$ cat config.mk
export PLATFORM = sky130hd
export DESIGN_NAME = sysctl_bank
export DESIGN_NICKNAME = d
export VERILOG_FILES = /design/src/rtl/sysctl_pkg.sv /design/src/rtl/sysctl_bus_fsm.sv /design/src/rtl/sysctl_regs.sv /design/src/rtl/sysctl_rdmux.sv /design/src/rtl/sysctl_bank.sv
export SDC_FILE = /design/constraint.sdc
export NUM_CORES = 1
export LEC_CHECK = 0
export ABC_AREA = 1
export BUFFER_PORTS_ARGS = -buffer_cell sky130_fd_sc_hd__buf_4
export CORE_MARGIN = 2
export CORE_UTILIZATION = 56
export CTS_BUF_LIST = sky130_fd_sc_hd__clkbuf_8
export CTS_CLUSTER_SIZE = 30
export DETAILED_ROUTE_END_ITERATION = 6
export GPL_ROUTABILITY_DRIVEN = 0
export MAX_ROUTING_LAYER = met4
export PLACE_DENSITY = 0.88
export SLEW_MARGIN = 40
export SYNTH_ARGS = -nofsm -noshare
export SYNTH_HDL_FRONTEND = slang
export SYNTH_HIERARCHICAL = 1
export SYNTH_SLANG_ARGS = --single-unit
export TNS_END_PERCENT = 1
$ cat constraint.sdc
create_clock -name clk -period 2.5 [get_ports clk]
set_input_delay 0.5 -clock clk [delete_from_list [all_inputs] [get_ports clk]]
set_output_delay 0.5 -clock clk [all_outputs]
set_load 0.005 [all_outputs]
$ cat src/rtl/sysctl_pkg.sv
package sysctl_pkg;

    localparam int WORD_IDX_W = 10;

    typedef enum logic [1:0] {
        ST_IDLE   = 2'd0,
        ST_SETUP  = 2'd1,
        ST_ACCESS = 2'd2,
        ST_STRAY  = 2'd3
    } bus_st_e;

    typedef enum logic [1:0] {
        SZ_BYTE = 2'd0,
        SZ_HALF = 2'd1,
        SZ_WORD = 2'd2,
        SZ_WRD2 = 2'd3
    } acc_size_e;

    // word indices (byte offset / 4)
    localparam logic [WORD_IDX_W-1:0] W_DBG_STAT  = 10'h000;
    localparam logic [WORD_IDX_W-1:0] W_DBG_SET   = 10'h001;
    localparam logic [WORD_IDX_W-1:0] W_DBG_CLR   = 10'h002;
    localparam logic [WORD_IDX_W-1:0] W_RST_CAUSE = 10'h040;
    localparam logic [WORD_IDX_W-1:0] W_RST_MASK  = 10'h041;
    localparam logic [WORD_IDX_W-1:0] W_SWRST     = 10'h042;
    localparam logic [WORD_IDX_W-1:0] W_RETAIN    = 10'h043;
    localparam logic [WORD_IDX_W-1:0] W_BOOTVEC   = 10'h044;
    localparam logic [WORD_IDX_W-1:0] W_CPUWAIT   = 10'h046;
    localparam logic [WORD_IDX_W-1:0] W_RSVD      = 10'h047;
    localparam logic [WORD_IDX_W-1:0] W_WAKECTL   = 10'h048;
    localparam logic [WORD_IDX_W-1:0] W_ID_FIRST  = 10'h3F4;
    localparam logic [WORD_IDX_W-1:0] W_ID_LAST   = 10'h3FF;

    localparam int SWRST_BIT = 9;

    localparam logic [31:0] RST_CAUSE_INIT = 32'h0000_0001;
    localparam logic [31:0] BOOTVEC_INIT   = 32'h1000_0000;

    typedef struct packed {
        logic mapped;
        logic rd_ok;
        logic wr_ok;
    } acc_class_t;

    function automatic acc_class_t classify(input logic [WORD_IDX_W-1:0] w);
        acc_class_t c;
        c = '{mapped: 1'b0, rd_ok: 1'b0, wr_ok: 1'b0};
        if (w >= W_ID_FIRST && w <= W_ID_LAST) begin
            c = '{mapped: 1'b1, rd_ok: 1'b1, wr_ok: 1'b0};
        end else begin
            case (w)
                W_DBG_STAT, W_RSVD:
                    c = '{mapped: 1'b1, rd_ok: 1'b1, wr_ok: 1'b0};
                W_DBG_SET, W_DBG_CLR, W_SWRST:
                    c = '{mapped: 1'b1, rd_ok: 1'b0, wr_ok: 1'b1};
                W_RST_CAUSE, W_RST_MASK, W_RETAIN, W_BOOTVEC, W_CPUWAIT, W_WAKECTL:
                    c = '{mapped: 1'b1, rd_ok: 1'b1, wr_ok: 1'b1};
                default:
                    c = '{mapped: 1'b0, rd_ok: 1'b0, wr_ok: 1'b0};
            endcase
        end
        return c;
    endfunction

    function automatic logic [7:0] id_byte(input logic [3:0] idx);
        logic [7:0] v;
        case (idx)
            4'd0:    v = 8'h04;
            4'd4:    v = 8'h54;
            4'd5:    v = 8'hB8;
            4'd6:    v = 8'h0B;
            4'd8:    v = 8'h0D;
            4'd9:    v = 8'hF0;
            4'd10:   v = 8'h05;
            4'd11:   v = 8'hB1;
            default: v = 8'h00;
        endcase
        return v;
    endfunction

endpackage

$ cat src/rtl/sysctl_bus_fsm.sv
module sysctl_bus_fsm
    import sysctl_pkg::*;
(
    input  logic clk,
    input  logic rst_n,
    input  logic psel,
    input  logic penable,
    input  logic err_cond,
    input  logic rst_cond,
    output logic accept,
    output logic err_pulse,
    output logic swrst_req
);

    bus_st_e st_q;
    bus_st_e st_d;

    always_comb begin
        st_d = st_q;
        unique case (st_q)
            ST_SETUP: begin
                if (!psel)         st_d = ST_IDLE;
                else if (!penable) st_d = ST_SETUP;
                else               st_d = ST_ACCESS;
            end
            ST_IDLE, ST_ACCESS, ST_STRAY: begin
                if (!psel)         st_d = ST_IDLE;
                else if (!penable) st_d = ST_SETUP;
                else               st_d = ST_STRAY;
            end
        endcase
    end

    always_ff @(posedge clk or negedge rst_n) begin
        if (!rst_n) st_q <= ST_IDLE;
        else        st_q <= st_d;
    end

    // accepted transfer: access phase directly after a setup phase
    assign accept = (st_q == ST_SETUP) && psel && penable;

    always_ff @(posedge clk or negedge rst_n) begin
        if (!rst_n) begin
            err_pulse <= 1'b0;
            swrst_req <= 1'b0;
        end else begin
            err_pulse <= accept && err_cond;
            swrst_req <= accept && rst_cond;
        end
    end

endmodule

$ cat src/rtl/sysctl_regs.sv
module sysctl_regs
    import sysctl_pkg::*;
#(
    parameter int DATA_W = 32
) (
    input  logic                  clk,
    input  logic                  rst_n,
    input  logic                  wr_en,
    input  logic [WORD_IDX_W-1:0] word,
    input  logic [DATA_W-1:0]     wdata,
    output logic [DATA_W-1:0]     sdbg_q,
    output logic [DATA_W-1:0]     cause_q,
    output logic [DATA_W-1:0]     mask_q,
    output logic [DATA_W-1:0]     retain_q,
    output logic [DATA_W-1:0]     boot_q,
    output logic [DATA_W-1:0]     wait_q,
    output logic [DATA_W-1:0]     wake_q
);

    always_ff @(posedge clk or negedge rst_n) begin
        if (!rst_n) begin
            sdbg_q   <= '0;
            cause_q  <= DATA_W'(RST_CAUSE_INIT);
            mask_q   <= '0;
            retain_q <= '0;
            boot_q   <= DATA_W'(BOOTVEC_INIT);
            wait_q   <= '0;
            wake_q   <= '0;
        end else if (wr_en) begin
            case (word)
                W_DBG_SET:   sdbg_q   <= sdbg_q | wdata;
                W_DBG_CLR:   sdbg_q   <= sdbg_q & ~wdata;
                W_RST_CAUSE: cause_q  <= wdata;
                W_RST_MASK:  mask_q   <= wdata;
                W_RETAIN:    retain_q <= wdata;
                W_BOOTVEC:   boot_q   <= wdata;
                W_CPUWAIT:   wait_q   <= wdata;
                W_WAKECTL:   wake_q   <= wdata;
                default: ;
            endcase
        end
    end

endmodule

$ cat src/rtl/sysctl_rdmux.sv
module sysctl_rdmux
    import sysctl_pkg::*;
#(
    parameter int DATA_W = 32
) (
    input  logic [WORD_IDX_W-1:0] word,
    input  logic [DATA_W-1:0]     size_mask,
    input  logic [DATA_W-1:0]     sdbg_q,
    input  logic [DATA_W-1:0]     cause_q,
    input  logic [DATA_W-1:0]     mask_q,
    input  logic [DATA_W-1:0]     retain_q,
    input  logic [DATA_W-1:0]     boot_q,
    input  logic [DATA_W-1:0]     wait_q,
    input  logic [DATA_W-1:0]     wake_q,
    output logic [DATA_W-1:0]     rdata
);

    logic [DATA_W-1:0] raw;
    logic [3:0]        id_idx;

    assign id_idx = word[3:0] - 4'd4;

    always_comb begin
        raw = '0;
        if (word >= W_ID_FIRST && word <= W_ID_LAST) begin
            raw = DATA_W'(id_byte(id_idx));
        end else begin
            case (word)
                W_DBG_STAT:  raw = sdbg_q;
                W_RST_CAUSE: raw = cause_q;
                W_RST_MASK:  raw = mask_q;
                W_RETAIN:    raw = retain_q;
                W_BOOTVEC:   raw = boot_q;
                W_CPUWAIT:   raw = wait_q;
                W_WAKECTL:   raw = wake_q;
                default:     raw = '0;
            endcase
        end
    end

    assign rdata = raw & size_mask;

endmodule

$ cat src/rtl/sysctl_bank.sv
module sysctl_bank
    import sysctl_pkg::*;
#(
    parameter int ADDR_W = 12,
    parameter int DATA_W = 32
) (
    input  logic              clk,
    input  logic              rst_n,
    input  logic              psel,
    input  logic              penable,
    input  logic              pwrite,
    input  logic [ADDR_W-1:0] paddr,
    input  logic [DATA_W-1:0] pwdata,
    input  logic [1:0]        psize,
    output logic [DATA_W-1:0] prdata,
    output logic              pready,
    output logic              err_pulse,
    output logic              swrst_req,
    output logic [DATA_W-1:0] sdbg_status,
    output logic [DATA_W-1:0] rst_cause,
    output logic [DATA_W-1:0] rst_mask,
    output logic [DATA_W-1:0] retain,
    output logic [DATA_W-1:0] boot_vec,
    output logic [DATA_W-1:0] cpu_wait,
    output logic [DATA_W-1:0] wake_ctrl
);

    localparam int WORD_W = ADDR_W - 2;

    logic [WORD_W-1:0] word;
    logic [DATA_W-1:0] size_mask;
    logic [DATA_W-1:0] wdata_m;
    logic [DATA_W-1:0] rdata_m;
    acc_class_t        cls;
    logic              accept;
    logic              err_cond;
    logic              rst_cond;

    assign word = paddr[ADDR_W-1:2];
    assign cls  = classify(word);

    always_comb begin
        unique case (acc_size_e'(psize))
            SZ_BYTE:          size_mask = DATA_W'(8'hFF);
            SZ_HALF:          size_mask = DATA_W'(16'hFFFF);
            SZ_WORD, SZ_WRD2: size_mask = '1;
        endcase
    end

    assign wdata_m  = pwdata & size_mask;
    assign err_cond = !cls.mapped || (pwrite && !cls.wr_ok) || (!pwrite && !cls.rd_ok);
    assign rst_cond = pwrite && (word == W_SWRST) && wdata_m[SWRST_BIT];

    sysctl_bus_fsm u_fsm (
        .clk       (clk),
        .rst_n     (rst_n),
        .psel      (psel),
        .penable   (penable),
        .err_cond  (err_cond),
        .rst_cond  (rst_cond),
        .accept    (accept),
        .err_pulse (err_pulse),
        .swrst_req (swrst_req)
    );

    sysctl_regs #(.DATA_W(DATA_W)) u_regs (
        .clk      (clk),
        .rst_n    (rst_n),
        .wr_en    (accept && pwrite && cls.wr_ok),
        .word     (word),
        .wdata    (wdata_m),
        .sdbg_q   (sdbg_status),
        .cause_q  (rst_cause),
        .mask_q   (rst_mask),
        .retain_q (retain),
        .boot_q   (boot_vec),
        .wait_q   (cpu_wait),
        .wake_q   (wake_ctrl)
    );

    sysctl_rdmux #(.DATA_W(DATA_W)) u_rdmux (
        .word      (word),
        .size_mask (size_mask),
        .sdbg_q    (sdbg_status),
        .cause_q   (rst_cause),
        .mask_q    (rst_mask),
        .retain_q  (retain),
        .boot_q    (boot_vec),
        .wait_q    (cpu_wait),
        .wake_q    (wake_ctrl),
        .rdata     (rdata_m)
    );

    assign pready = accept;
    assign prdata = (accept && !pwrite) ? rdata_m : '0;

endmodule

=== Word-level counts from Yosys, hierarchy flattened ===
Memories as Yosys holds them, arrays and structs flattened.
Index checks and enable logic that the tools add are counted.

* Bitwise operators: 5
* Multiplexer cells: 12
* Reduce and logical (&&, ||, !) cells: 34
* $add $sub $neg: 1
* Eq/ne operators: 16
* $lt $le $gt $ge: 2

{| class="wikitable"
|+ Operator list
! operator !! count
|-
| $pmux 32 s7 || 1
|-
| $and 32x32->32 || 3
|-
| $pmux 32 s3 || 1
|-
| $eq 10x7->1 const B || 8
|-
| $mux 32 || 2
|-
| $pmux 32 s2 || 1
|-
| $not 32->32 || 1
|-
| $or 32x32->32 || 1
|-
| $reduce_and 2->1 || 7
|-
| $logic_and 1x1->1 || 12
|-
| $eq 10x1->1 const B || 1
|-
| $eq 10x2->1 const B || 1
|-
| $ge 10x10->1 const B || 1
|-
| $le 10x10->1 const B || 1
|-
| $logic_not 10->1 || 1
|-
| $pmux 3 s3 || 1
|-
| $eq 2x2->1 const B || 4
|-
| $mux 2 || 4
|-
| $reduce_or 3->1 || 2
|-
| $reduce_or 6->1 || 1
|-
| $eq 2x1->1 const B || 2
|-
| $logic_not 1->1 || 4
|-
| $logic_not 2->1 || 2
|-
| $pmux 2 s2 || 1
|-
| 5 further kinds || 7
|}

* Output and inout port bits: 259
* Memories kept: 1
* ROM bits: 128
* Logic and storage cells: 81
* Register bits: 228

{| class="wikitable"
|+ Memories
! memory !! depth !! bits a word !! read ports !! clocked after memory_dff !! write ports !! RTL line !! source
|-
| (name not given) || 16 || 8 || 1 || 0 || 0 || sysctl_pkg.sv:67 || <nowiki>case (idx)</nowiki>
|}

=== Depth between registers and ports, before layout ===
Gate-level depths: netlist (run 1).

* Word-level depth: 9
* Gate-level depth with buffers: 13

=== Modules after synthesis ===
Netlist (run 1), hierarchy kept.

{| class="wikitable"
|+ By module, submodules not included
! module !! instances !! cells an instance !! area an instance (µm²)
|-
| sysctl_regs || 1 || 887 || 8953.6
|-
| sysctl_rdmux || 1 || 572 || 2761.4
|-
| sysctl_bank || 1 || 172 || 701.9
|-
| sysctl_bus_fsm || 1 || 16 || 151.4
|}

=== Least setup slack after synthesis (run 1) ===
OpenSTA, ideal clock, no wires.

* Path kind: in2out
* Start: input paddr[4]
* End: output prdata[31]
* Stages: 13
* Arrival: 1.778 ns
* Path buffers: 1
* Slack: 0.222 ns
* Path through: inv_1 > ha_1 > nand2_2 > nor2_4 > nand2_4 > clkinv_2 > buf_6 > nand2_1 > nand2_1 > nor2_1 > a21boi_1 > inv_1 > nor2_1

* Longest elaborated chain between the ends: 5
* Elaborated cells between the ends (all ways): 14

{| class="wikitable"
|+ RTL lines
! item !! RTL line !! source
|-
| start: declaration || sysctl_bank.sv:12 || <nowiki>input logic [ADDR_W-1:0] paddr,</nowiki>
|-
| $ge 10x10->1, or another cell as far along || sysctl_rdmux.sv:25 || <nowiki>if (word >= W_ID_FIRST && word <= W_ID_LAST) begin</nowiki>
|-
| $logic_and 1x1->1 / $pmux 32 s7 (equally long branches) || sysctl_rdmux.sv:25, sysctl_rdmux.sv:28 ||
|-
| $mux 32 * || sysctl_rdmux.sv:25 ||
|-
| $and 32x32->32 * || sysctl_rdmux.sv:41 || <nowiki>assign rdata = raw & size_mask;</nowiki>
|-
| via rdata_m[31] || sysctl_bank.sv:33 || <nowiki>logic [DATA_W-1:0] rdata_m;</nowiki>
|-
| $mux 32 * || sysctl_bank.sv:95 || <nowiki>assign prdata = (accept && !pwrite) ? rdata_m : '0;</nowiki>
|-
| end: declaration || sysctl_bank.sv:15 || <nowiki>output logic [DATA_W-1:0] prdata,</nowiki>
|}

The timed path passes the listed nets; every way through them passes the cells marked *.

=== Worst setup path after layout (run 1) ===
* Start: input paddr[2]
* End: output prdata[13]

Same word-level chain as after synthesis.

==> key figures, run 1 <==
Global route
  • Vias in the first global route: around 13000
  • Largest net degree at the start of global routing: 64
  • Congestion Overflow GR: 0
  • First-pass GRT wire length: just over 70000 um
  • Initial antenna violation count: 1
  • GRT Total Usage: 0.396

STA
  • Peak Freq: ~370 MHz
  • Final Slew Violations: 0
  • Max-slew headroom: 0.657
  • Post-route worst setup slack: -0.200 ns
  • Setup TNS: -4.00 ns
  • Worst Skew: 0.0121 ns
  • Worst slew pin tran: ~0.52 ns
  • RSZ-0062 raised after global routing: yes
  • Final worst path period share: 1.08
  • Final hold violation count: 0
  • Final Setup Violations: 32
  • Tmin final: about 2.7 ns

Clock network
  • CTS Sinks: around 230
  • Total CTS buffers: 38
  • Root Driver: clkbuf_8
  • Clock Latency Late Sink: around 0.55 ns
  • H-tree levels: 2
  • Clk slew on worst S/H paths: about 0.07 ns
  • TritonCTS clock tree: done
  • Bufs on Longest Clock Path: 3

Layout
  • Post-layout instance area: ~17000 um2
  • Sequential cell area: 5710 um2
  • Ratio of cells with drive above 1 in the final layout: 0.306
  • Fill count: around 1400
  • Multi-input logic area: approximately 5600 um2
  • Area growth syn-to-layout: 37.3%
  • Nets@finish: approximately 2100

Critical path
  • Critical path buffer and inverter count: 7
  • Crit-path cells: buf_8, inv_6, ha_4, buf_4, nand2_2, nor2_4, buf_12, buf_12, nand3_1, nand4_1, nor2_1, nor2_1, inv_1, nor2_1, buf_4
  • Critical path peak fanout: 8
  • Startpoint types: input pin
  • Worst path most repeated cell: nor2_1
  • Crit path max-delay family: buffers and inverters
  • Crit path kind: input pin to output pin
  • Slowest stage delay, CP: between 0.15 and 0.2 ns
  • Worst Setup SP: paddr[2]
  • Crit end category: output pin
  • CP max stage cell: ha_4
  • RR Startpoint: u_fsm/st_q[1]
  • CP Data Arrival Time: approximately 2.2 ns
  • Required @ worst endpoint: roughly 2.0 ns

Drt
  • Total routed wirelength: 48000 um
  • DR WL/cell: 20.5 um
  • Drt pass-1 iters: 7
  • Final antenna-violating net count: 0
  • Number of DRC markers in iteration 0: approximately 2000
  • Via count: 13940
  • # DRC: 17
  • Vias/cell: slightly below 6

Pwr
  • Clock power frac: 0.433
  • Power density cells: 437 nW/um2
  • Design Power: around 7.5 mW
  • Int Pwr: approximately 5.6 mW
  • Sequential share of power: 0.490
  • Worst IR drop on VDD: between 0.0003 and 0.0004 V
  • Leak pwr: ~9.3 nW
  • Sw Ratio: 0.259
  • Combinational power share: 0.077
  • Net load switching power: slightly below 2 mW

Synthesis
  • Cell variety after synth: 38
  • Syn Area/Cell: ~7.6 um2
  • Most frequent cells after synthesis: nand2_1, dfrtp_1, inv_1
  • Asr flop ratio synth: 1.00
  • Share of the synthesized area in the top cell type: 0.450
  • Top post-synthesis cells by area: dfrtp_1, nand2_1, nand3_1, inv_1, o21ai_0
  • Cell accounting for the most synthesized area: dfrtp_1
  • Post-synthesis register bit count: 228
  • Sequential element share of the synthesized area: 0.454
  • Synthesis Warnings: 6
  • Top-count cell post-synth: nand2_1
  • Synth Flop Type: dfrtp_1
  • Cell Area, Synth: roughly 13000 um2
  • Syn Inst Count: approximately 1600
  • Post-synth EDFFs: 0

Floorplan
  • Die X: 154 um
  • Initial Util: 0.572
  • IO Pins: 310
  • Core area: about 22000 um2
  • Die Y: ~150 um
  • Total Die Area: about 24000 um2
  • # rows: 54

Min path
  • Hold_sp: psel
  • Hold Crit Class: input pin to register

Job
  • Total of max-cap violations: 0

Status
  • Status: finished, violations left
  • Failing checks: design-rule violations, negative setup slack

Placement
  • Port bufs: around 300
  • Detail Placement HPWL: about 31000 um
  • Placed inst area: 15800 um2
  • Pre-CTS WS: -0.344 ns
## layout make-up
class,instances,area share
inverters,230,0.0518
multi-input cells,1104,0.326
clock buffers,47,0.0375
diodes,1,0.000145
flip-flops and latches,228,0.331
clock inverters,20,0.00544
repair buffers,433,0.228
well taps,280,0.0203
## per-stage QoR
step           cells  utilization  hold WS, ns
4_1_cts         2328        0.769        0.155
5_1_grt         2343        0.786        0.196
3_5_place_dp    2246        0.719        0.475
2_1_floorplan   1654            -        0.204
3_3_place_gp    2246        0.719        0.473
6_report        2343        0.786        0.160
## power by group through the flow
stage / clock network, mW / registers, mW / logic [mW]
after global placement: 0 / 3.76 / 0.485
after detailed placement: 0 / 3.76 / 0.500
after CTS: 3.28 / 3.69 / 0.527
after global routing: 3.43 / 3.69 / 0.621
final: 3.27 / 3.69 / 0.582
after floorplan: 0 / 3.76 / 0.211
## path summary, 6_finish.rpt
| check | depth (start not counted) | slack (ns) | endpoint |
|---|---|---|---|
| max in group asynchronous | 3 | 1.27 | u_regs/wait_q[25] |
| min reg2reg | 2 | 0.52 | u_regs/boot_q[1] |
| max reg2reg | 11 | 0.21 | register |
| max | 15 | -0.20 | prdata[13] |
| min in group asynchronous | 2 | 0.48 | u_fsm/st_q[1] |
| min | 3 | 0.16 | u_fsm/st_q[0] |
## per-layer routing
metal / track usage / vias up / part of all wire
li1: - / 6010 / -
met1: 0.473 / 6471 / 0.35
met2: 0.621 / 1198 / 0.47
met3: 0.0924 / 261 / 0.13
met4: 0.229 / 0 / 0.057
met5: - / - / 0
## worst min-delay path, delay by kind of cell
kind	cells	cell delay (ns)
and+or+nand+nor	1	0.05
buffers and inverters	2	0.13
## placed cells by master (no fill, tap or decap), drive strengths merged
cell / netlist / layout
clkinv: 2 / 8
inv: 228 / 241
a21boi: 25 / 25
a21oi: 37 / 37
dfstp: 2 / 2
or2: 1 / 1
ha: 9 / 9
nor2: 161 / 161
diode: 0 / 1
nor3: 5 / 5
conb: 1 / 8
clkinvlp: 0 / 1
buf: 85 / 428
nand2: 428 / 428
a31oi: 1 / 1
nand3b: 2 / 2
nand3: 187 / 187
and3: 1 / 1
o22ai: 3 / 3
clkbuf: 7 / 51
dlygate4sd3: 0 / 1
nand4: 34 / 34
dfrtp: 226 / 226
o21a: 5 / 5
nor4: 1 / 1
o21ai: 196 / 196
## logic make-up after synthesis
family          Yosys count  share of synthesized area
other cells               1                   0.000298
compound gates          267                      0.129
buf+inv                 322                      0.119
fa+ha+maj                 9                    0.00896
flops                   228                      0.454
simple gates            820                      0.289
## what timing repair did
action | CTS | global route
gates resized for setup | 42 | 56
endpoints found under the hold margin | 57 | 0
cloned | 4 | 4
hold buffers | 1 | 0
pin swaps | 24 | 45
setup endpoints to repair | 32 | 32
buffers inserted | 10 | 12
No activity file was read; power rests on OpenSTA's default activity.
==> run 2, diff against run 1 <==
--- a/config.mk
+++ b/config.mk
@@ -15,6 +15,7 @@
 export GPL_ROUTABILITY_DRIVEN = 0
 export MAX_ROUTING_LAYER = met4
 export PLACE_DENSITY = 0.88
+export SETUP_SLACK_MARGIN = 0.3
 export SLEW_MARGIN = 40
 export SYNTH_ARGS = -nofsm -noshare
 export SYNTH_HDL_FRONTEND = slang
==> run 2 against run 1 <==
Compared with the run above:
- the flow finishes with violations (negative setup slack)
- global-route usage decreased by 0.85 points
- die area unchanged
- clock skew decreased by 0.0023 ns
- worst hold slack improved by 0.034 ns
- combinational power decreased by 6.4%
==> key figures, run 2 (same netlist as run 1, synthesis figures left out) <==
Status
  • Status: finished, violations left (unchanged)
  • Failing checks: negative setup slack (was design-rule violations, negative setup slack)

Floorplan
  • IO Pins: 310 (unchanged)
  • Die X: 154 um (unchanged)
  • Initial Util: 0.572 (unchanged)
  • Core area: 22000 um2 (unchanged)
  • # rows: 54 (unchanged)
  • Total Die Area: 23700 um2 (unchanged)
  • Die Y: 154 um (unchanged)

STA
  • Tmin final: 2.67 ns (was 2.70 ns)
  • Worst slew pin tran: 0.619 ns (was 0.515 ns)
  • Final hold violation count: 0 (unchanged)
  • Hold slack: 0.193 ns (was 0.160 ns)
  • Setup TNS: -3.46 ns (was -4.00 ns)
  • Worst Skew: 0.00976 ns (was 0.0121 ns)
  • Max-slew headroom: 0.584 (was 0.657)
  • Final Slew Violations: 0 (unchanged)
  • Post-route worst setup slack: -0.169 ns (was -0.200 ns)
  • Final Setup Violations: 32 (unchanged)
  • Peak Freq: 375 MHz (was 370 MHz)
  • RSZ-0062 raised after global routing: yes (unchanged)
  • Final worst path period share: 1.07 (was 1.08)

Critical path
  • Required @ worst endpoint: 2.00 ns (about the same)
  • Critical path buffer and inverter count: 7 (unchanged)
  • Crit path kind: input pin to output pin (unchanged)
  • Crit end category: output pin (unchanged)
  • Critical path peak fanout: 15 (was 8)
  • Slowest stage delay, CP: 0.19 ns (was 0.18 ns)
  • Startpoint types: input pin (unchanged)
  • CP max stage cell: buf_12 (was ha_4)
  • CP Data Arrival Time: 2.17 ns (was 2.20 ns)
  • Crit path max-delay family: simple AND/OR/NAND/NOR gates (was buffers and inverters)
  • Crit-path cells: buf_8, clkinvlp_4, buf_4, ha_1, nand2_2, nor2_4, buf_12, nand3_1, nand2_1, nor2_1, nand3_1, nand2_1, inv_1, inv_1, nor2_1, buf_4 (was buf_8, inv_6, ha_4, buf_4, nand2_2, nor2_4, buf_12, buf_12, nand3_1, nand4_1, nor2_1, nor2_1, inv_1, nor2_1, buf_4)

Clock network
  • Root Driver: clkbuf_8 (unchanged)
  • Bufs on Longest Clock Path: 3 (unchanged)
  • TritonCTS clock tree: done (unchanged)
  • Clk slew on worst S/H paths: 0.06 ns (was 0.07 ns)
  • H-tree levels: 2 (unchanged)
  • Total CTS buffers: 38 (unchanged)
  • CTS Sinks: 228 (unchanged)
  • Clock Latency Late Sink: 0.54 ns (was 0.55 ns)

Pwr
  • Worst IR drop on VDD: 0.000384 V (was 0.000371 V)
  • Leak pwr: 9.10 nW (was 9.26 nW)
  • Power density cells: 435 nW/um2 (was 437 nW/um2)

Placement
  • Port bufs: 307 (unchanged)
  • Detail Placement HPWL: 31000 um (was 31500 um)
  • Pre-CTS WS: -0.261 ns (was -0.344 ns)

Layout
  • Ratio of cells with drive above 1 in the final layout: 0.292 (was 0.306)
  • Nets@finish: 2072 (was 2095)
  • Highest-count cells in the layout ignoring fill and taps: nand2_1, buf_4, inv_1 (unchanged)
  • Commonest non-fill, non-tap cell in the layout: nand2_1 (unchanged)
  • Fin util: 0.771 (was 0.786)
  • Area growth syn-to-layout: 34.7% (was 37.3%)

Drt
  • Vias/cell: 5.77 (was 5.95)
  • WL met2: 21700 um (was 22500 um)
  • Drt pass-1 iters: 6 (was 7)
  • Via count: 13402 (was 13940)
  • Number of DRC markers in iteration 0: 1764 (was 1948)
  • DR WL/cell: 19.5 um (was 20.5 um)
  • Final antenna-violating net count: 0 (unchanged)
  • Wl on met1: 16200 um (was 16700 um)
  • Total routed wirelength: 45400 um (was 48000 um)
  • Uppermost routed layer: met4 (unchanged)
  • WL met3: 5290 um (was 6110 um)
  • # DRC: 0 (was 17)

Global route
  • Congestion Overflow GR: 0 (unchanged)
  • First-pass GRT wire length: 69800 um (was 71100 um)
  • GRT Total Usage: 0.388 (was 0.396)
  • Largest net degree at the start of global routing: 75 (was 64)
  • Vias in the first global route: 13070 (was 13450)
  • Initial antenna violation count: 1 (unchanged)

Job
  • Total of max-cap violations: 0 (unchanged)

Min path
  • Hold Crit Class: input pin to register (unchanged)
==> run 2: stage by stage <==
step | instance area, um2 | instances | power, mW
2_1_floorplan | 12600 | 1654 | 3.98
3_3_place_gp | 15800 | 2235 | 4.25
3_5_place_dp | 15800 | 2235 | 4.26
4_1_cts | 16800 | 2319 | 7.36
5_1_grt | 16900 | 2322 | 7.59
6_report | 16900 | 2322 | 7.36
==> run 2: area by class of cell <==
| cell class | instances | area, um2 |
|---|---|---|
| clock inverters | 25 | 108 |
| flip-flops and latches | 228 | 5710 |
| inverters | 230 | 897 |
| multi-input cells | 1104 | 5600 |
| well taps | 280 | 350 |
| diodes | 1 | 2.50 |
| fillers | 1469 | 5030 |
| repair buffers | 410 | 3660 |
| clock buffers | 44 | 606 |
==> run 2: power breakdown <==
part / total (mW) / internal, mW / switching (mW) / leakage, nW
combinational: 0.545 / 0.177 / 0.369 / 5.65
clock: 3.12 / 1.61 / 1.51 / 0.442
sequential: 3.70 / 3.69 / 0.00127 / 3.01
total: 7.36 / 5.48 / 1.88 / 9.10
==> run 2: worst paths after layout <==
path | startpoint | end | slack [ns] | cells past startpoint
worst max-delay path | paddr[4] | prdata[7] | -0.17 | 16
worst min-delay path | psel | u_fsm/st_q[0] | 0.19 | 3
worst max register to register | u_fsm/st_q[1] | u_regs/retain_q[5] | 0.37 | 11
worst min register to register | u_regs/boot_q[28] | u_regs/boot_q[28] | 0.51 | 2
max in group asynchronous | rst_n | u_regs/retain_q[23] | 1.25 | 3
min in group asynchronous | rst_n | u_fsm/st_q[0] | 0.54 | 2
==> run 2: worst reg2reg max path, delay by kind of cell, from the launching register on <==
family	cells	cell delay [ns]
and+or+nand+nor	7	1.00
DFF	1	0.36
AOI/OAI and AO/OA	2	0.33
buffers and inverters	2	0.31
==> run 2: timing repair <==
| item | CTS | global route |
|---|---|---|
| buffers inserted | 11 | 2 |
| cloned | 3 | 0 |
| endpoints found under the setup margin | 32 | 215 |
| endpoints found under the hold margin | 65 | 0 |
| pin swaps | 23 | 23 |
| gates resized for setup | 42 | 27 |
| hold buffers | 1 | 0 |
==> run 2: layer usage <==
| layer | vias to the layer above | track usage |
|---|---|---|
| met5 | - | - |
| met4 | 0 | 0.199 |
| met3 | 192 | 0.0823 |
| met2 | 1001 | 0.622 |
| met1 | 6254 | 0.466 |
| li1 | 5955 | - |
==> run 3, diff against run 2 <==
--- a/config.mk
+++ b/config.mk
@@ -5,8 +5,8 @@
 export SDC_FILE = /design/constraint.sdc
 export NUM_CORES = 1
 export LEC_CHECK = 0
-export ABC_AREA = 1
-export BUFFER_PORTS_ARGS = -buffer_cell sky130_fd_sc_hd__buf_4
+export BUFFER_PORTS_ARGS = -buffer_cell sky130_fd_sc_hd__buf_2
+export CORE_ASPECT_RATIO = 0.7
 export CORE_MARGIN = 2
 export CORE_UTILIZATION = 56
 export CTS_BUF_LIST = sky130_fd_sc_hd__clkbuf_8
==> run 3 against run 2 <==
Compared with the run above:
- the flow finishes with violations (design-rule violations, negative setup slack)
- register-to-register slack worse by 0.31 ns
- via count is 11% lower
- clock power is 10% higher
- clock skew is 0.037 ns higher
- final cell count is 20% lower
- design area is 5.3% higher
- largest power group unchanged
==> key figures, run 3 <==
Status
  • Status: finished, violations left (unchanged)
  • Failing checks: design-rule violations, negative setup slack (was negative setup slack)

Drt
  • Vias/cell: 6.45 (was 5.77)
  • DR WL/cell: 27.2 um (was 19.5 um)
  • Number of DRC markers in iteration 0: 1481 (was 1764)
  • Final antenna-violating net count: 0 (unchanged)
  • Drt pass-1 iters: 7 (was 6)
  • Via count: 11938 (was 13402)
  • # DRC: 5 (was 0)
  • Total routed wirelength: 50300 um (was 45400 um)

Global route
  • Largest net degree at the start of global routing: 81 (was 75)
  • First-pass GRT wire length: 71800 um (was 69800 um)
  • Initial antenna violation count: 1 (unchanged)
  • Vias in the first global route: 11912 (was 13070)
  • GRT Total Usage: 0.399 (was 0.388)
  • Congestion Overflow GR: 0 (unchanged)

STA
  • Final Slew Violations: 0 (unchanged)
  • Final worst path period share: 1.20 (was 1.07)
  • Worst Skew: 0.0469 ns (was 0.00976 ns)
  • Peak Freq: 332 MHz (was 375 MHz)
  • Tmin final: 3.01 ns (was 2.67 ns)
  • Max-slew headroom: 0.514 (was 0.584)
  • Final Setup Violations: 32 (unchanged)
  • Worst slew pin tran: 0.729 ns (was 0.619 ns)
  • Final hold violation count: 0 (unchanged)
  • Post-route worst setup slack: -0.509 ns (was -0.169 ns)
  • RSZ-0062 raised after global routing: yes (unchanged)

Clock network
  • TritonCTS clock tree: done (unchanged)
  • Total CTS buffers: 37 (was 38)
  • CTS Sinks: 228 (unchanged)
  • Clk slew on worst S/H paths: 0.06 ns (about the same)
  • Clock Latency Late Sink: 0.56 ns (was 0.54 ns)
  • Root Driver: clkbuf_8 (unchanged)
  • H-tree levels: 2 (unchanged)
  • Bufs on Longest Clock Path: 3 (unchanged)

Critical path
  • R2R setup slack: 0.06 ns (was 0.37 ns)
  • Crit-path cells: buf_2, inv_2, ha_2, o21ai_0, buf_4, a311oi_4, buf_4, buf_6, o21ai_1, a31oi_1, and2_1, buf_6 (was buf_8, clkinvlp_4, buf_4, ha_1, nand2_2, nor2_4, buf_12, nand3_1, nand2_1, nor2_1, nand3_1, nand2_1, inv_1, inv_1, nor2_1, buf_4)
  • Crit end category: output pin (unchanged)
  • Critical path depth: 12 (was 16)
  • Cell depth of the worst flop-to-flop path: 6 (was 11)
  • CP max stage cell: a311oi_4 (was buf_12)
  • Critical path peak fanout: 4 (was 15)
  • Crit path max-delay family: compound AO/OA/AOI/OAI gates (was simple AND/OR/NAND/NOR gates)
  • Critical path buffer and inverter count: 6 (was 7)
  • Slowest stage delay, CP: 0.37 ns (was 0.19 ns)
  • RR Startpoint: u_fsm/st_q[1] (unchanged)
  • Required @ worst endpoint: 2.00 ns (about the same)
  • Startpoint types: input pin (unchanged)
  • Crit path kind: input pin to output pin (unchanged)
  • CP Data Arrival Time: 2.51 ns (was 2.17 ns)

Placement
  • Inst Count DP: 1779 (was 2235)
  • Pre-CTS WS: -0.489 ns (was -0.261 ns)
  • Detail Placement HPWL: 33000 um (was 31000 um)
  • Port bufs: 307 (unchanged)

Synthesis
  • Top post-synthesis cells by area: dfrtp_1, mux2_4, mux2_2, a22oi_1, mux2i_1 (was dfrtp_1, nand2_1, nand3_1, inv_1, o21ai_0)
  • Cell variety after synth: 74 (was 38)
  • Share of the synthesized area in the top cell type: 0.436 (was 0.450)
  • Post-synth EDFFs: 0 (unchanged)
  • Most frequent cells after synthesis: dfrtp_1, mux2_2, mux2_4 (was nand2_1, dfrtp_1, inv_1)
  • Syn Inst Count: 1069 (was 1647)
  • Sequential element share of the synthesized area: 0.440 (was 0.454)
  • Post-synthesis register bit count: 228 (unchanged)
  • Cell accounting for the most synthesized area: dfrtp_1 (unchanged)
  • Top-count cell post-synth: dfrtp_1 (was nand2_1)
  • Syn Area/Cell: 12.1 um2 (was 7.63 um2)
  • Asr flop ratio synth: 1.00 (unchanged)
  • Synth Flop Type: dfrtp_1 (unchanged)
  • Synthesis Warnings: 6 (unchanged)
  • Cell Area, Synth: 13000 um2 (was 12600 um2)

Pwr
  • Design Power: 7.96 mW (was 7.36 mW)
  • Net load switching power: 2.10 mW (was 1.88 mW)
  • Clock power frac: 0.431 (was 0.424)
  • Sw Ratio: 0.264 (was 0.255)
  • Int Pwr: 5.86 mW (was 5.48 mW)
  • Leak pwr: 9.43 nW (was 9.10 nW)
  • Combinational power share: 0.105 (was 0.074)
  • Worst IR drop on VDD: 0.000374 V (was 0.000384 V)
  • Power density cells: 447 nW/um2 (was 435 nW/um2)
  • Sequential share of power: 0.464 (was 0.502)

Floorplan
  • IO Pins: 310 (unchanged)
  • # rows: 46 (was 54)
  • Total Die Area: 24400 um2 (was 23700 um2)
  • Initial Util: 0.572 (about the same)
  • Die X: 186 um (was 154 um)
  • Core area: 22700 um2 (was 22000 um2)
  • Die Y: 131 um (was 154 um)

Min path
  • Hold worst-path end: u_fsm/st_q[0] (unchanged)
  • Hold_sp: penable (was psel)
  • Hold Crit Class: input pin to register (unchanged)
  • Worst hold path depth: 2 (was 3)

Layout
  • Multi-input logic area: 7450 um2 (was 5600 um2)
  • Area growth syn-to-layout: 37.5% (was 34.7%)
  • Commonest non-fill, non-tap cell in the layout: buf_2 (was nand2_1)
  • Ratio of cells with drive above 1 in the final layout: 0.566 (was 0.292)
  • Fin util: 0.786 (was 0.771)
  • Fill count: 1367 (was 1469)
  • Cell Count, Final, Fillers Out: 1851 (was 2322)
  • Nets@finish: 1574 (was 2072)
  • Highest-count cells in the layout ignoring fill and taps: buf_2, dfrtp_1, mux2_4 (was nand2_1, buf_4, inv_1)
  • Sequential cell area: 5710 um2 (unchanged)

Job
  • Total of max-cap violations: 0 (unchanged)
-- run 3: cell types whose count changed after synthesis, moves of 34 or more --
cell,previous run,this run
mux2_2,0,99
a22oi_1,0,70
o21ai_0,117,22
clkbuf_1,7,41
nor2_1,148,8
inv_1,221,42
nand3_1,185,0
mux2_4,0,95
mux2i_1,0,48
and2_1,0,58
o21ai_2,54,0
nand2_1,412,49
-- run 3: cells by family (layout without fill, tap and decap cells) --
group | after synthesis | count (layout) | share of synthesized area
AO/OA/AOI/OAI | 214 | 214 | 0.120
XOR/XNOR | 1 | 1 | 0.000676
adder cells (fa/ha/maj) | 9 | 9 | 0.00868
buffers and inverters | 129 | 591 | 0.0531
flip-flops | 228 | 228 | 0.440
multiplexers | 242 | 242 | 0.233
other | 1 | 9 | 0.000289
AND/OR/NAND/NOR | 245 | 245 | 0.144
-- run 3: final cells by class --
| cell class | count | area share |
|---|---|---|
| multi-input combinational | 719 | 0.418 |
| clock buffer | 43 | 0.0332 |
| sequential | 228 | 0.320 |
| inverter | 43 | 0.00933 |
| antenna | 1 | 0.000140 |
| clock inverter | 20 | 0.00919 |
| timing repair buffer | 485 | 0.189 |
| tap | 312 | 0.0219 |
-- run 3: worst reg2reg max path, stage by stage (launching register included) --
cell,delay [ns]
dfrtp_1,0.37
and4b_1,0.37
nor3b_2,0.29
or4b_4,0.63
buf_16,0.25
nor4_4,0.22
mux2i_1,0.22
-- run 3: repair_timing --
item,in CTS,in global routing
endpoints found under the setup margin,191,254
hold endpoints to repair,41,0
hold buffers,1,0
pin swaps,47,61
buffers inserted,5,2
resized for setup,87,121
-- run 3: stage by stage --
stage,hold slack [ns],instance area [um2],setup TNS [ns]
after CTS,0.174,17400,-7.00
after global routing,0.183,17800,-13.19
after floorplan,0.204,13300,-9.56
after detailed placement,0.412,16200,-78.54
final,0.193,17800,-11.50
after global placement,0.413,16200,-73.92
-- run 3: how the worst max path moves through the flow --
| stage | endpoint | from |
|---|---|---|
| after detailed placement | prdata[29] | paddr[4] |
| after global placement | prdata[27] | paddr[4] |
| after CTS | prdata[5] | paddr[2] |
| after floorplan | register | paddr[10] |
| after global routing | prdata[25] | paddr[2] |
| final | prdata[25] | paddr[2] |
-- run 3: power by group through the flow --
| stage | registers, mW | clock network, mW | logic [mW] |
|---|---|---|---|
| 2_1_floorplan | 3.76 | 0 | 0.306 |
| 5_1_grt | 3.69 | 3.64 | 0.868 |
| 3_5_place_dp | 3.76 | 0 | 0.730 |
| 4_1_cts | 3.69 | 3.46 | 0.766 |
| 6_report | 3.69 | 3.44 | 0.834 |
| 3_3_place_gp | 3.76 | 0 | 0.710 |
-- run 3: metal layers --
metal | track usage | vias up | wire length (um)
li1 | - | 4816 | -
met1 | 0.539 | 5933 | 20100
met2 | 0.556 | 978 | 21500
met3 | 0.113 | 211 | 6210
met4 | 0.183 | 0 | 2540
met5 | - | - | 0
